`config.mk`:
```
export PLATFORM = sky130hd
export DESIGN_NAME = hs_gap_watchdog
export DESIGN_NICKNAME = d
export VERILOG_FILES = /design/src/rtl/hsw_pkg.sv /design/src/rtl/hsw_edge_sync.sv /design/src/rtl/hsw_gap_counter.sv /design/src/rtl/hsw_status.sv /design/src/rtl/hs_gap_watchdog.sv
export SDC_FILE = /design/constraint.sdc
export NUM_CORES = 1
export LEC_CHECK = 0
export BUFFER_PORTS_ARGS = -buffer_cell sky130_fd_sc_hd__buf_4
export CORE_ASPECT_RATIO = 0.9
export CORE_UTILIZATION = 55
export CTS_BUF_LIST = sky130_fd_sc_hd__clkbuf_2 sky130_fd_sc_hd__clkbuf_4 sky130_fd_sc_hd__clkbuf_8
export CTS_CLUSTER_SIZE = 12
export DETAILED_ROUTE_END_ITERATION = 6
export GPL_TIMING_DRIVEN = 1
export MAX_ROUTING_LAYER = met4
export PLACE_DENSITY = 0.87
export RECOVER_POWER = 25
export SYNTH_ARGS = -nofsm -noshare
export SYNTH_HDL_FRONTEND = slang
export SYNTH_HIERARCHICAL = 1
export SYNTH_SLANG_ARGS = --single-unit
export TNS_END_PERCENT = 30
```
`constraint.sdc`:
```
create_clock -name clk -period 6.8 [get_ports clk]
set_clock_uncertainty 0.2 [all_clocks]
set_input_delay 1.7 -clock clk [delete_from_list [all_inputs] [get_ports clk]]
set_output_delay 1.7 -clock clk [all_outputs]
set_load 0.01 [all_outputs]
```
`src/rtl/hsw_pkg.sv`:
```
package hsw_pkg;
  localparam int HSW_CODE_W = 4;
  localparam int HSW_REG_W  = 2 * HSW_CODE_W;
  localparam int HSW_CNT_W  = (1 << HSW_CODE_W) - 1;

  typedef struct packed {
    logic [HSW_CODE_W-1:0] gap_code;
    logic [HSW_CODE_W-1:0] sel_code;
  } hsw_timer_reg_t;

  typedef enum logic {
    ROLE_INITIATOR = 1'b0,
    ROLE_TARGET    = 1'b1
  } hsw_role_e;
endpackage

```
`src/rtl/hsw_edge_sync.sv`:
```
module hsw_edge_sync #(
  parameter int STAGES = 2
) (
  input  logic clk,
  input  logic rst_n,
  input  logic din,
  output logic rise
);
  logic [STAGES:0] shift_q;

  always_ff @(posedge clk or negedge rst_n) begin
    if (!rst_n) shift_q <= '0;
    else        shift_q <= {shift_q[STAGES-1:0], din};
  end

  assign rise = shift_q[STAGES-1] & ~shift_q[STAGES];
endmodule

```
`src/rtl/hsw_gap_counter.sv`:
```
module hsw_gap_counter
  import hsw_pkg::*;
#(
  parameter int CODE_W = HSW_CODE_W,
  parameter int CNT_W  = HSW_CNT_W
) (
  input  logic              clk,
  input  logic              rst_n,
  input  logic [CODE_W-1:0] code,
  input  logic              phase_active,
  input  logic              restart,
  input  logic              tick,
  output logic              fire
);
  logic [CNT_W-1:0] cnt_q, limit, cnt_inc;
  logic             armed_q, reached;

  always_comb begin
    limit   = (code == '0) ? '0 : (CNT_W'(1) << (code - CODE_W'(1)));
    cnt_inc = cnt_q + CNT_W'(1);
    reached = (cnt_inc >= limit);
    fire    = phase_active & ~restart & armed_q & tick & (code != '0) & reached;
  end

  always_ff @(posedge clk or negedge rst_n) begin
    if (!rst_n) begin
      cnt_q   <= '0;
      armed_q <= 1'b0;
    end else if (!phase_active) begin
      cnt_q   <= '0;
      armed_q <= 1'b0;
    end else if (restart) begin
      cnt_q   <= '0;
      armed_q <= 1'b1;
    end else if (fire) begin
      cnt_q   <= '0;
      armed_q <= 1'b0;
    end else if (armed_q && tick && code != '0) begin
      cnt_q   <= cnt_inc;
    end
  end

  p_code0_quiet_r2: assert property (@(posedge clk) disable iff (!rst_n)
    (code == '0) |-> !fire);
  p_count_holds_r3: assert property (@(posedge clk) disable iff (!rst_n)
    (phase_active && !restart && !tick) |=> $stable(cnt_q));
  p_restart_arms_r4: assert property (@(posedge clk) disable iff (!rst_n)
    (phase_active && restart) |=> (armed_q && cnt_q == '0));
  p_idle_clears_r8: assert property (@(posedge clk) disable iff (!rst_n)
    !phase_active |=> (!armed_q && cnt_q == '0));
  p_fire_disarms_r9: assert property (@(posedge clk) disable iff (!rst_n)
    fire |=> !armed_q);
endmodule

```
`src/rtl/hsw_status.sv`:
```
module hsw_status (
  input  logic clk,
  input  logic rst_n,
  input  logic fire,
  input  logic clr,
  input  logic irq_en,
  output logic status,
  output logic irq
);
  logic status_q;

  always_ff @(posedge clk or negedge rst_n) begin
    if (!rst_n)    status_q <= 1'b0;
    else if (fire) status_q <= 1'b1;
    else if (clr)  status_q <= 1'b0;
  end

  assign status = status_q;
  assign irq    = status_q & irq_en;

  p_set_on_fire_r5: assert property (@(posedge clk) disable iff (!rst_n)
    fire |=> status_q);
  p_sticky_r5: assert property (@(posedge clk) disable iff (!rst_n)
    (status_q && !clr) |=> status_q);
  p_clear_r6: assert property (@(posedge clk) disable iff (!rst_n)
    (clr && !fire) |=> !status_q);
endmodule

```
`src/rtl/hs_gap_watchdog.sv`:
```
module hs_gap_watchdog
  import hsw_pkg::*;
#(
  parameter int SYNC_STAGES = 2
) (
  input  logic                 clk,
  input  logic                 rst_n,
  input  logic                 reg_wr_en,
  input  logic [HSW_REG_W-1:0] reg_wr_data,
  output logic [HSW_REG_W-1:0] reg_rd_data,
  input  logic                 role_target,
  input  logic                 req_strobe,
  input  logic                 ack_strobe,
  input  logic                 phase_active,
  input  logic                 tick,
  input  logic                 irq_en,
  input  logic                 status_clr,
  output logic                 gap_timeout,
  output logic                 irq
);
  localparam int NSTROBE = 2;

  hsw_timer_reg_t     tmr_q;
  logic [NSTROBE-1:0] strobe_raw, strobe_rise;
  logic               restart, fire;
  hsw_role_e          role;

  always_ff @(posedge clk or negedge rst_n) begin
    if (!rst_n)         tmr_q <= '0;
    else if (reg_wr_en) tmr_q <= hsw_timer_reg_t'(reg_wr_data);
  end
  assign reg_rd_data = tmr_q;

  assign strobe_raw = {req_strobe, ack_strobe};

  for (genvar g = 0; g < NSTROBE; g++) begin : g_sync
    hsw_edge_sync #(.STAGES(SYNC_STAGES)) i_sync (
      .clk  (clk),
      .rst_n(rst_n),
      .din  (strobe_raw[g]),
      .rise (strobe_rise[g])
    );
  end

  assign role    = hsw_role_e'(role_target);
  assign restart = (role == ROLE_TARGET) ? strobe_rise[1] : strobe_rise[0];

  hsw_gap_counter i_counter (
    .clk         (clk),
    .rst_n       (rst_n),
    .code        (tmr_q.gap_code),
    .phase_active(phase_active),
    .restart     (restart),
    .tick        (tick),
    .fire        (fire)
  );

  hsw_status i_status (
    .clk   (clk),
    .rst_n (rst_n),
    .fire  (fire),
    .clr   (status_clr),
    .irq_en(irq_en),
    .status(gap_timeout),
    .irq   (irq)
  );

  p_reg_write_r1: assert property (@(posedge clk) disable iff (!rst_n)
    reg_wr_en |=> (reg_rd_data == $past(reg_wr_data)));
  p_reg_hold_r1: assert property (@(posedge clk) disable iff (!rst_n)
    !reg_wr_en |=> $stable(reg_rd_data));
endmodule

```
Word level (Yosys, flattened, before mapping)

Cells that the tools add are included.

Bits of input ports: 18
Output and inout bits: 10
Register bits: 31
Word-level logic and storage cells: 40

Equal/unequal tests: 2
Order comparisons: 1
Reductions and logical operators: 5
Shifts and indexed selects: 1
Add/subtract/negate cells: 2
Multiplexer cells: 11
Bitwise gates (word level): 11

Operators by type and width:

| operator                                         | count |
|---|---|
| two-way mux 15 bit                               | 5 |
| adder 15 x 1 -> 15 bit, second input constant    | 1 |
| greater-or-equal comparator 15 bit               | 1 |
| left shift 1 x 4 -> 15 bit, first input constant | 1 |
| AND 1 bit                                        | 8 |
| two-way mux 1 bit                                | 6 |
| logical NOT 4 bit                                | 1 |
| != test 4 x 1 -> 1 bit, second input constant    | 1 |
| nonzero test 4 bit                               | 1 |
| subtractor 4 x 1 -> 4 bit, second input constant | 1 |
| != test 3 x 1 -> 1 bit, second input constant    | 1 |
| inverter 1 bit                                   | 3 |
| logical AND 1 bit                                | 2 |
| nonzero test 2 bit                               | 1 |

Depth between registers and ports, before layout

Gate-level depths: netlist of run 1.

Depth after elaboration: 12
Depth in mapped cells: 13
Mapped depth without buffers: 11

Hierarchy

Netlist of run 1, hierarchy kept.

Modules (own cells, without submodules):

| module          | cells each | area an instance (µm²) | seq. area each (µm²) | instances |
|---|---|---|---|---|
| hsw_gap_counter | 181        | 1,487.7                | 400.4                | 1 |
| hs_gap_watchdog | 18         | 342.8                  | 200.2                | 1 |
| hsw_edge_sync   | 4          | 88.8                   | 75.1                 | 2 |
| hsw_status      | 4          | 42.5                   | 25.0                 | 1 |

Worst setup path before layout of run 1

Ideal clock, no wire load.

Kind: input to output
Start point: in irq_en
End point: out irq
Required time: 4.900 ns
Arrival time: 1.865 ns
Setup slack: 3.035 ns
Path buffers: 0
Stages on the path: 1
Path through: and2_1

Longest elaborated chain between the ends: 1

RTL lines:

| element         | line                  | source |
|---|---|---|
| start, declared | hs_gap_watchdog.sv:16 | `input logic irq_en,` |
| AND 1 bit       | hsw_status.sv:19      | `assign irq = status_q & irq_en;` |
| end, declared   | hs_gap_watchdog.sv:19 | `output logic irq` |

Every way passes these cells.

Final worst setup path of run 1

Same ends and word-level chain as after synthesis.

==> impl_metrics.ini, run 1 <==
[outcome]
status = finished with violations
failed_checks = capacitance limit, slew limit

[cells_and_area]
final_cell_mix = dfrtp_1 (31), nand2_1 (31), nand3_1 (25), buf_4 (25)
antenna_cells = 0
fin_area_um2 = 2371
seq_area_um2 = 775.7
layout-area-overhead-vs-synth_pct = 15.62
drive_above_1_share = 0.2489
multi_input_area_um2 = 1217
nets = 270
fillers = 262
fin_cells = 281

[power_and_ir_drop]
power_density_nw_per_um2 = 194.1
p_leak_nw = 1.105
ir_worst_vdd_mv = 0.1769

[critical_path]
endpoint_kind = output port
required_ns = 4.90
path_class = input pin to output port
critPathLaunchType = input pin
cp.arrival_ns = 2.09
crit_fanout = 1

[timing]
rsz0062_at_grt = false
min_period_ns = 3.986
hold_viol_final = 0
slew_headroom = -0.05323
max_freq_ghz = 0.2509
worstMarginPinSlew_ns = 1.580
maxSlewViolCount = 32
hold_ws_ns = 0.1483
setup_viol = 0
finalWorstSetupSlack_ns = 2.814
setup_tns_ns = 0
period_share = 0.5862

[die]
chipWidth_um = 66.37
die-area_um2 = 3977
num_io_pins = 28
coreArea_um2 = 3478
row_count = 20
start_util = 0.5896
die_h_um = 59.93

[logic_synthesis]
synth_cell_types = 44
syn-cell-area_um2 = 2051
ys.flop_type = dfrtp_1
synth_enable_flop_cells = 0
syn_nets = 245
synth_top_area_frac = 0.3783
syn_inst = 211
syn_area_per_cell_um2 = 9.719
yosys_warnings = 6
yosysSeqAreaShare = 0.3783
synth-seq-cells = 31
yosys.area.top_type = dfrtp_1
postSynth.asyncResetShare = 1.000
synth_area_leaders = dfrtp_1 (38%), ha_1 (9.8%), nand3_1 (6.1%), mux2_4 (5.9%), nand2_1 (5.7%)

[clock_tree]
clk_latency_ns = 0.29
postCtsResizedCells = 0
clk_pin_slew_ns = 0.06
numCtsBuffers = 5
cts_setup_buffers = 0
cts_tree = done
cts-root-buf = clkbuf_8
hold_buffers = 0
clock_sinks = 31
clockBufferDepth = 2
cts.htree.levels = 2

[global_route]
overflow = 0
grt_use_total = 0.2535
grt_max_degree = 32
grt_pass1_wl_mm = 7.003
antenna_found_initial = 0
grt_pass1_vias = 1584

[detailed_routing]
num_vias = 1661
drc = 0
drt-total-wl_mm = 4.232
dr.first_iter.drc_count = 55
viasPerCell = 5.911
drtAntennaViolNets = 0
drt_pass1_iterations = 4
routedWlPerCell_um = 15.06

[placement]
gp_congestion = 0.8392
portBuffers = 27
pre_cts_ws_ns = 2.814
placed_cell_area_um2 = 2262
dp.final_hpwl_mm = 3.079
dp_cells = 273

[job]
drv_cap = 1

[worst_hold_path]
hold_path_class = flip-flop to flip-flop
per-stage QoR:
step             util  power (W)
2_1_floorplan       -  0.0002506
3_3_place_gp   0.6504  0.0002790
3_5_place_dp   0.6504  0.0002808
4_1_cts        0.6827  0.0004636
5_1_grt        0.6817  0.0004798
6_report       0.6817  0.0004602
metal layers:
| metal | vias to the layer above | GRT usage | routed length [µm] |
|---|---|---|---|
| met1 | 812 | 0.2878 | 1880 |
| met5 | - | - | 0 |
| li1 | 801 | - | - |
| met4 | 0 | 0.1459 | 116 |
| met3 | 14 | 0.06298 | 155 |
| met2 | 34 | 0.4096 | 2080 |
synth_stat cells (all sizes together) (4+ instances only):
master   n
nor3     9
o21ai    4
xnor2    7
a21oi   18
dfrtp   31
clkbuf   4
nand2   31
mux2     9
buf      6
nor2b    8
xor2     5
ha      16
nor2     6
nand4    7
nand3   28
logic make-up (layout without fill, tap and decap cells):
family                   Yosys count  after routing  synth area share
AND/OR/NAND/NOR                  102            102            0.2868
flip-flops                        31             31            0.3783
AO/OA/AOI/OAI                     30             30           0.08664
adder cells (fa/ha/maj)           16             16           0.09762
XOR/XNOR                          12             12           0.05857
buffers and inverters             11             37           0.02806
multiplexers                       9              9           0.06407
flip-flops by register name, summed over array words and instances, names as in the netlist:
name / cells
i_counter/armed_q: 1
i_status/status: 1
g_sync.i_sync/shift_q: 6
reg_rd_data: 8
i_counter/cnt_q: 15
final cells by class:
class | instances | share of cell area
clock buffers | 5 | 0.02902
repair buffers | 28 | 0.08707
clock inverters | 3 | 0.01847
inverters | 1 | 0.001583
flip-flops and latches | 31 | 0.3272
well taps | 44 | 0.02322
multi-input cells | 169 | 0.5135
final timing paths:
path                                              from                     endpoint  slack, ns  cells after the start
setup / recovery                                irq_en                          irq       2.81                      3
hold / removal             g_sync[0].i_sync/shift_q[0]  g_sync[0].i_sync/shift_q[1]       0.15                      0
setup reg to reg                    i_counter/cnt_q[0]           i_counter/cnt_q[3]       3.63                     12
hold reg to reg            g_sync[0].i_sync/shift_q[0]  g_sync[0].i_sync/shift_q[1]       0.15                      0
max in group asynchronous                        rst_n               reg_rd_data[4]       3.88                      1
min in group asynchronous                        rst_n          i_counter/cnt_q[14]       1.59                      1
power by group:
group          switching (W)   total, W  leakage, nW  internal (W)
Sequential        0.00000912   0.000201        0.400      0.000192
Clock              0.0000734   0.000182       0.0581      0.000109
Combinational      0.0000432  0.0000767        0.646     0.0000335
worst max-delay path, cell delays in order:
cell and delay, ns:
buf_4 0.10, and2_1 0.15, buf_4 0.14
No activity file was read; power rests on OpenSTA's default activity.
==> run 2, diff against run 1 <==
==> constraint.sdc (replaced) <==
create_clock -name clk -period 3.85 [get_ports clk]
set_clock_uncertainty 0.2 [all_clocks]
set_input_delay 0.9625 -clock clk [delete_from_list [all_inputs] [get_ports clk]]
set_output_delay 0.9625 -clock clk [all_outputs]
set_load 0.01 [all_outputs]
==> run 2 against run 1 <==
The flow still finishes with violations (capacitance limit, slew limit); largest cell class unchanged; via count down 0.66%; critical endpoint is now i_counter/cnt_q[8]; critical path type is now flip-flop to flip-flop; clock power grew 51%; cell area fell by 0.84%; die area did not move; routed wire length fell by 0.52%.
==> impl_metrics.ini, run 2 (same netlist as run 1, synthesis figures left out) <==
[global_route]
grt_use_met3 = 0.07443
antenna_found_initial = 0
grt_pass1_wl_mm = 7.031
grt_pass1_vias = 1481
grt_use_total = 0.2498
overflow = 0
grt_use_met1 = 0.3346
grt_most_used_layer = met2
grt_max_degree = 32
gr-usage-met2 = 0.3557

[worst_hold_path]
hp-start = g_sync[0].i_sync/shift_q[0]
holdPathEnd = g_sync[0].i_sync/shift_q[1]
hold_depth = 0
hold_path_class = flip-flop to flip-flop

[clock_tree]
clk_latency_ns = 0.30
cts-root-buf = clkbuf_8
clock_sinks = 31
hold_buffers = 0
cts.htree.levels = 2
clockBufferDepth = 2
cts_tree = done
clk_pin_slew_ns = 0.07
numCtsBuffers = 5
cts_setup_buffers = 0
postCtsResizedCells = 0

[power_and_ir_drop]
p_leak_nw = 1.087
ir_worst_vdd_mv = 0.2906
power_density_nw_per_um2 = 325.6

[critical_path]
cp.arrival_ns = 3.17
rrSetupSlack_ns = 0.69
critPathLaunchType = flip-flop
ff2ff_path_depth = 12
r2r-end = i_counter/cnt_q[8]
r2r-start = i_counter/cnt_q[0]
endpoint_kind = flip-flop
crit_fanout = 20
path_class = flip-flop to flip-flop
required_ns = 3.86

[cells_and_area]
final_cell_mix = dfrtp_1 (31), nand2_1 (31), nand3_1 (25), buf_4 (25)
antenna_cells = 0
largest_reg_flops = 15
drive_above_1_share = 0.2489
largest-register = i_counter/cnt_q
layout-area-overhead-vs-synth_pct = 14.64
fin_util = 0.6759
fin_area_um2 = 2351
fin_cells = 281
nets = 270

[detailed_routing]
routedWlPerCell_um = 14.98
drt-total-wl_mm = 4.210
drtAntennaViolNets = 0
drc = 0
num_vias = 1650
dr.first_iter.drc_count = 123
viasPerCell = 5.872
drt_pass1_iterations = 4

[placement]
gp_congestion = 0.8675
dp_cells = 273
placed_cell_area_um2 = 2262
dp.final_hpwl_mm = 2.954
portBuffers = 27

[outcome]
failed_checks = capacitance limit, slew limit
status = finished with violations

[die]
coreArea_um2 = 3478
chipWidth_um = 66.37
row_count = 20
start_util = 0.5896
die_h_um = 59.93
die-area_um2 = 3977
num_io_pins = 28

[job]
drv_cap = 1

[timing]
max_freq_ghz = 0.3163
hold_ws_ns = 0.1513
min_period_ns = 3.162
setup_tns_ns = 0
period_share = 0.8212
setup_viol = 0
slew_headroom = -0.09041
hold_viol_final = 0
rsz0062_at_grt = false
worstMarginPinSlew_ns = 1.636
maxSlewViolCount = 32
## run 2: per-layer routing
metal	share of wire	vias to the layer above
met5	0	-
met2	0.47	36
li1	-	804
met4	0.019	0
met1	0.46	801
met3	0.047	9
## run 2: cell type report
cell class	count	area (µm²)
multi-input cells	169	1217
fillers	283	1127
flip-flops and latches	31	775.7
repair buffers	28	206.4
clock buffers	5	68.82
well taps	44	55.05
clock inverters	3	23.77
inverters	1	3.754
## run 2: how the worst max path moves through the flow
| stage | from | to | slack (ns) | depth (start not counted) |
|---|---|---|---|---|
| CTS | i_counter/cnt_q[0] | i_counter/cnt_q[8] | 0.70 | 12 |
| floorplan | i_counter/cnt_q[3] | i_counter/cnt_q[3] | 1.10 | 13 |
| detailed placement | i_counter/cnt_q[0] | i_counter/cnt_q[8] | 0.73 | 12 |
| global route | i_counter/cnt_q[0] | i_counter/cnt_q[3] | 0.39 | 12 |
| finish | i_counter/cnt_q[0] | i_counter/cnt_q[8] | 0.69 | 12 |
| global placement | i_counter/cnt_q[3] | i_counter/armed_q | 0.78 | 12 |
## run 2: metrics by stage
step,worst slack (ns),total power [W]
3_3_place_gp,0.7798,0.0004928
6_report,0.6884,0.0007654
4_1_cts,0.6992,0.0007684
5_1_grt,0.3944,0.0008003
2_1_floorplan,1.098,0.0004426
3_5_place_dp,0.7260,0.0004967
## run 2: power breakdown
part	switching [W]	internal, W	total [W]
logic	0.0000777	0.0000592	0.000137
registers	0.0000160	0.000339	0.000355
clock network	0.000145	0.000129	0.000274
## run 2: critical path, cell delays in order (launching register included)
cell      delay [ns]
dfrtp_1         0.43
ha_1            0.30
nand2_1         0.20
nor3_4          0.31
nand3_2         0.14
xnor2_1         0.16
ha_1            0.33
a21oi_1         0.15
o211ai_1        0.13
a21oi_1         0.14
buf_4           0.27
nand3_1         0.12
a21oi_1         0.18
==> run 3, diff against run 2 <==
--- a/config.mk
+++ b/config.mk
@@ -5,6 +5,7 @@
 export SDC_FILE = /design/constraint.sdc
 export NUM_CORES = 1
 export LEC_CHECK = 0
+export ABC_AREA = 1
 export BUFFER_PORTS_ARGS = -buffer_cell sky130_fd_sc_hd__buf_4
 export CORE_ASPECT_RATIO = 0.9
 export CORE_UTILIZATION = 55
==> constraint.sdc (replaced) <==
create_clock -name clk -period 3.2 [get_ports clk]
set_clock_uncertainty 0.2 [all_clocks]
set_input_delay 0.8 -clock clk [delete_from_list [all_inputs] [get_ports clk]]
set_output_delay 0.8 -clock clk [all_outputs]
set_load 0.01 [all_outputs]
==> run 3 against run 2 <==
The run still ends with capacitance limit, slew limit left; worst setup slack worse by 0.39 ns; flip-flop and latch count unchanged; area after synthesis up 2.3%; cell count up 27%; hold slack better by 0.0094 ns; die area up 2.2%; sequential power up 19%; synthesized cell count up 34%; cell area up 2.7%; via count up 11%; largest power group unchanged; highest routed layer unchanged.
==> impl_metrics.ini, run 3 <==
[logic_synthesis]
syn_nets = 317
synthSimpleGateAreaFrac = 0.3866
synth_top_area_frac = 0.3699
yosys.area.top_type = dfrtp_1
yosys_warnings = 6
netlist_top_cells_count = nand2_1 (111), dfrtp_1 (31), inv_1 (24)
synth-seq-cells = 31
yosysSeqAreaShare = 0.3699
syn_inst = 283
synth_area_leaders = dfrtp_1 (37%), nand2_1 (20%), ha_1 (9.5%), nand3_1 (5.0%), inv_1 (4.3%)
postSynth.asyncResetShare = 1.000
syn_area_per_cell_um2 = 7.410
synth.area.mux_share = 0
synth_top_family_by_area = simple AND/OR/NAND/NOR gates
syn-cell-area_um2 = 2097
synth-compound-area-share = 0.01432
synth_enable_flop_cells = 0
post-synth-top-count-cell = nand2_1
synth-xor-area-share = 0.05012
synth-adder-area-share = 0.09547
ys.flop_type = dfrtp_1
synth_cell_types = 25

[detailed_routing]
routedWlPerCell_um = 12.22
num_vias = 1835
viasPerCell = 5.126
drt-total-wl_mm = 4.376
drt_pass1_iterations = 4
drc = 0
drtAntennaViolNets = 0
dr.first_iter.drc_count = 106

[critical_path]
required_ns = 3.22
crit_fanout = 15
path_class = flip-flop to flip-flop
cp.arrival_ns = 2.92
ff2ff_path_depth = 14
rrSetupSlack_ns = 0.30
critPathLaunchType = flip-flop
r2r-start = i_counter/cnt_q[0]
endpoint_kind = flip-flop
r2r-end = i_counter/cnt_q[2]

[placement]
gp_congestion = 0.8816
portBuffers = 27
dp.final_hpwl_mm = 3.292
dp_cells = 350

[cells_and_area]
nets = 347
antenna_cells = 0
fillers = 301
drive_above_1_share = 0.1911
layout-area-overhead-vs-synth_pct = 15.10
final_cell_mix = nand2_1 (111), dfrtp_1 (31), buf_4 (25)
largest-register = i_counter/cnt_q
final_common_cell = nand2_1
fin_cells = 358
largest_reg_flops = 15

[timing]
max_freq_ghz = 0.3446
maxSlewViolCount = 32
slew_headroom = -0.09443
hold_viol_final = 0
period_share = 0.9068
setup_viol = 0
min_period_ns = 2.902
worstMarginPinSlew_ns = 1.642
hold_ws_ns = 0.1606
rsz0062_at_grt = false
setup_tns_ns = 0

[global_route]
grt_pass1_wl_mm = 7.638
antenna_found_initial = 0
grt_pass1_vias = 1783
grt_use_total = 0.2662
overflow = 0
grt_max_degree = 32

[clock_tree]
hold_buffers = 0
clk_latency_ns = 0.28
cts.htree.levels = 2
clk_pin_slew_ns = 0.07
postCtsResizedCells = 0
clock_sinks = 31
cts_tree = done
numCtsBuffers = 5
clockBufferDepth = 2
cts_setup_buffers = 0
cts-root-buf = clkbuf_8

[die]
num_io_pins = 28
start_util = 0.5986
coreArea_um2 = 3503
die-area_um2 = 4064
chipWidth_um = 67.09
row_count = 20
die_h_um = 60.58

[job]
drv_cap = 1

[worst_hold_path]
hp-start = g_sync[1].i_sync/shift_q[0]
holdPathEnd = g_sync[1].i_sync/shift_q[1]
hold_depth = 0
hold_path_class = flip-flop to flip-flop

[outcome]
failed_checks = capacitance limit, slew limit
status = finished with violations

[power_and_ir_drop]
p_leak_nw = 1.332
ir_worst_vdd_mv = 0.3949
power_density_nw_per_um2 = 383.3
[run 3: changes by cell type in the layout (fill, tap and decap cells not counted), moves of 4 or more]
cell,change
inv_1,+23
nor2b_1,-6
a21oi_1,-11
nor2_1,+18
inv_2,+6
nand2_1,+80
mux2_4,-8
nand2_2,+4
nor2_2,+4
nor3_1,-4
xor2_1,+7
xnor2_1,-5
nand3_1,-4
[run 3: metrics by stage]
stage / instance area (µm²) / utilization / total power (W) / setup WS [ns]
final: 2414 / 0.6889 / 0.0009251 / 0.2982
after global routing: 2414 / 0.6889 / 0.0009681 / 0.02441
after CTS: 2417 / 0.6900 / 0.0009255 / 0.3032
after detailed placement: 2313 / 0.6604 / 0.0005771 / 0.3535
after global placement: 2313 / 0.6604 / 0.0005716 / 0.5440
after floorplan: 2097 / - / 0.0005287 / 0.6354
[run 3: cells by family after synthesis]
logic type / after synthesis
fa+ha+maj: 16
flops: 31
simple gates: 180
compound gates: 6
xor+xnor: 12
buf+inv: 38
[run 3: critical path, cell delays in order, from the launching register on]
cell      delay [ns]
dfrtp_1         0.44
ha_1            0.25
nand2_2         0.10
nor3b_2         0.21
nand2_1         0.10
xor2_1          0.19
clkinv_2        0.10
ha_1            0.34
a21oi_1         0.18
nand2_1         0.07
nor2_1          0.10
nand3_1         0.12
inv_2           0.23
nand3_1         0.11
nand2_1         0.08
[run 3: how the worst max path moves through the flow]
stage	endpoint	slack (ns)	cells past startpoint	from
finish	i_counter/cnt_q[2]	0.30	14	i_counter/cnt_q[0]
global route	i_counter/cnt_q[8]	0.02	16	i_counter/cnt_q[0]
CTS	i_counter/cnt_q[11]	0.30	14	i_counter/cnt_q[0]
detailed placement	i_counter/cnt_q[11]	0.35	14	i_counter/cnt_q[0]
global placement	i_counter/cnt_q[12]	0.54	15	i_counter/cnt_q[0]
floorplan	i_counter/cnt_q[5]	0.64	16	i_counter/cnt_q[0]
[run 3: metal layers]
metal / up-vias / global-route usage / share of wire
met5: - / - / 0
li1: 941 / - / -
met1: 829 / 0.3194 / 0.44
met4: 0 / 0.09422 / 0.018
met2: 56 / 0.4471 / 0.48
met3: 9 / 0.05075 / 0.060
[run 3: cell type report]
type | count | area [µm²] | share of cell area
Inverter | 33 | 126.4 | 0.05236
Multi-Input combinational cell | 214 | 1146 | 0.4749
Clock buffer | 8 | 103.9 | 0.04303
Sequential cell | 31 | 775.7 | 0.3214
Timing Repair Buffer | 28 | 206.4 | 0.08554
Tap cell | 44 | 55.05 | 0.02281
[run 3: power by group]
group,switching [W],internal (W),total [W]
clock,0.000151,0.000205,0.000355
combinational,0.0000910,0.0000546,0.000146
sequential,0.0000173,0.000407,0.000424
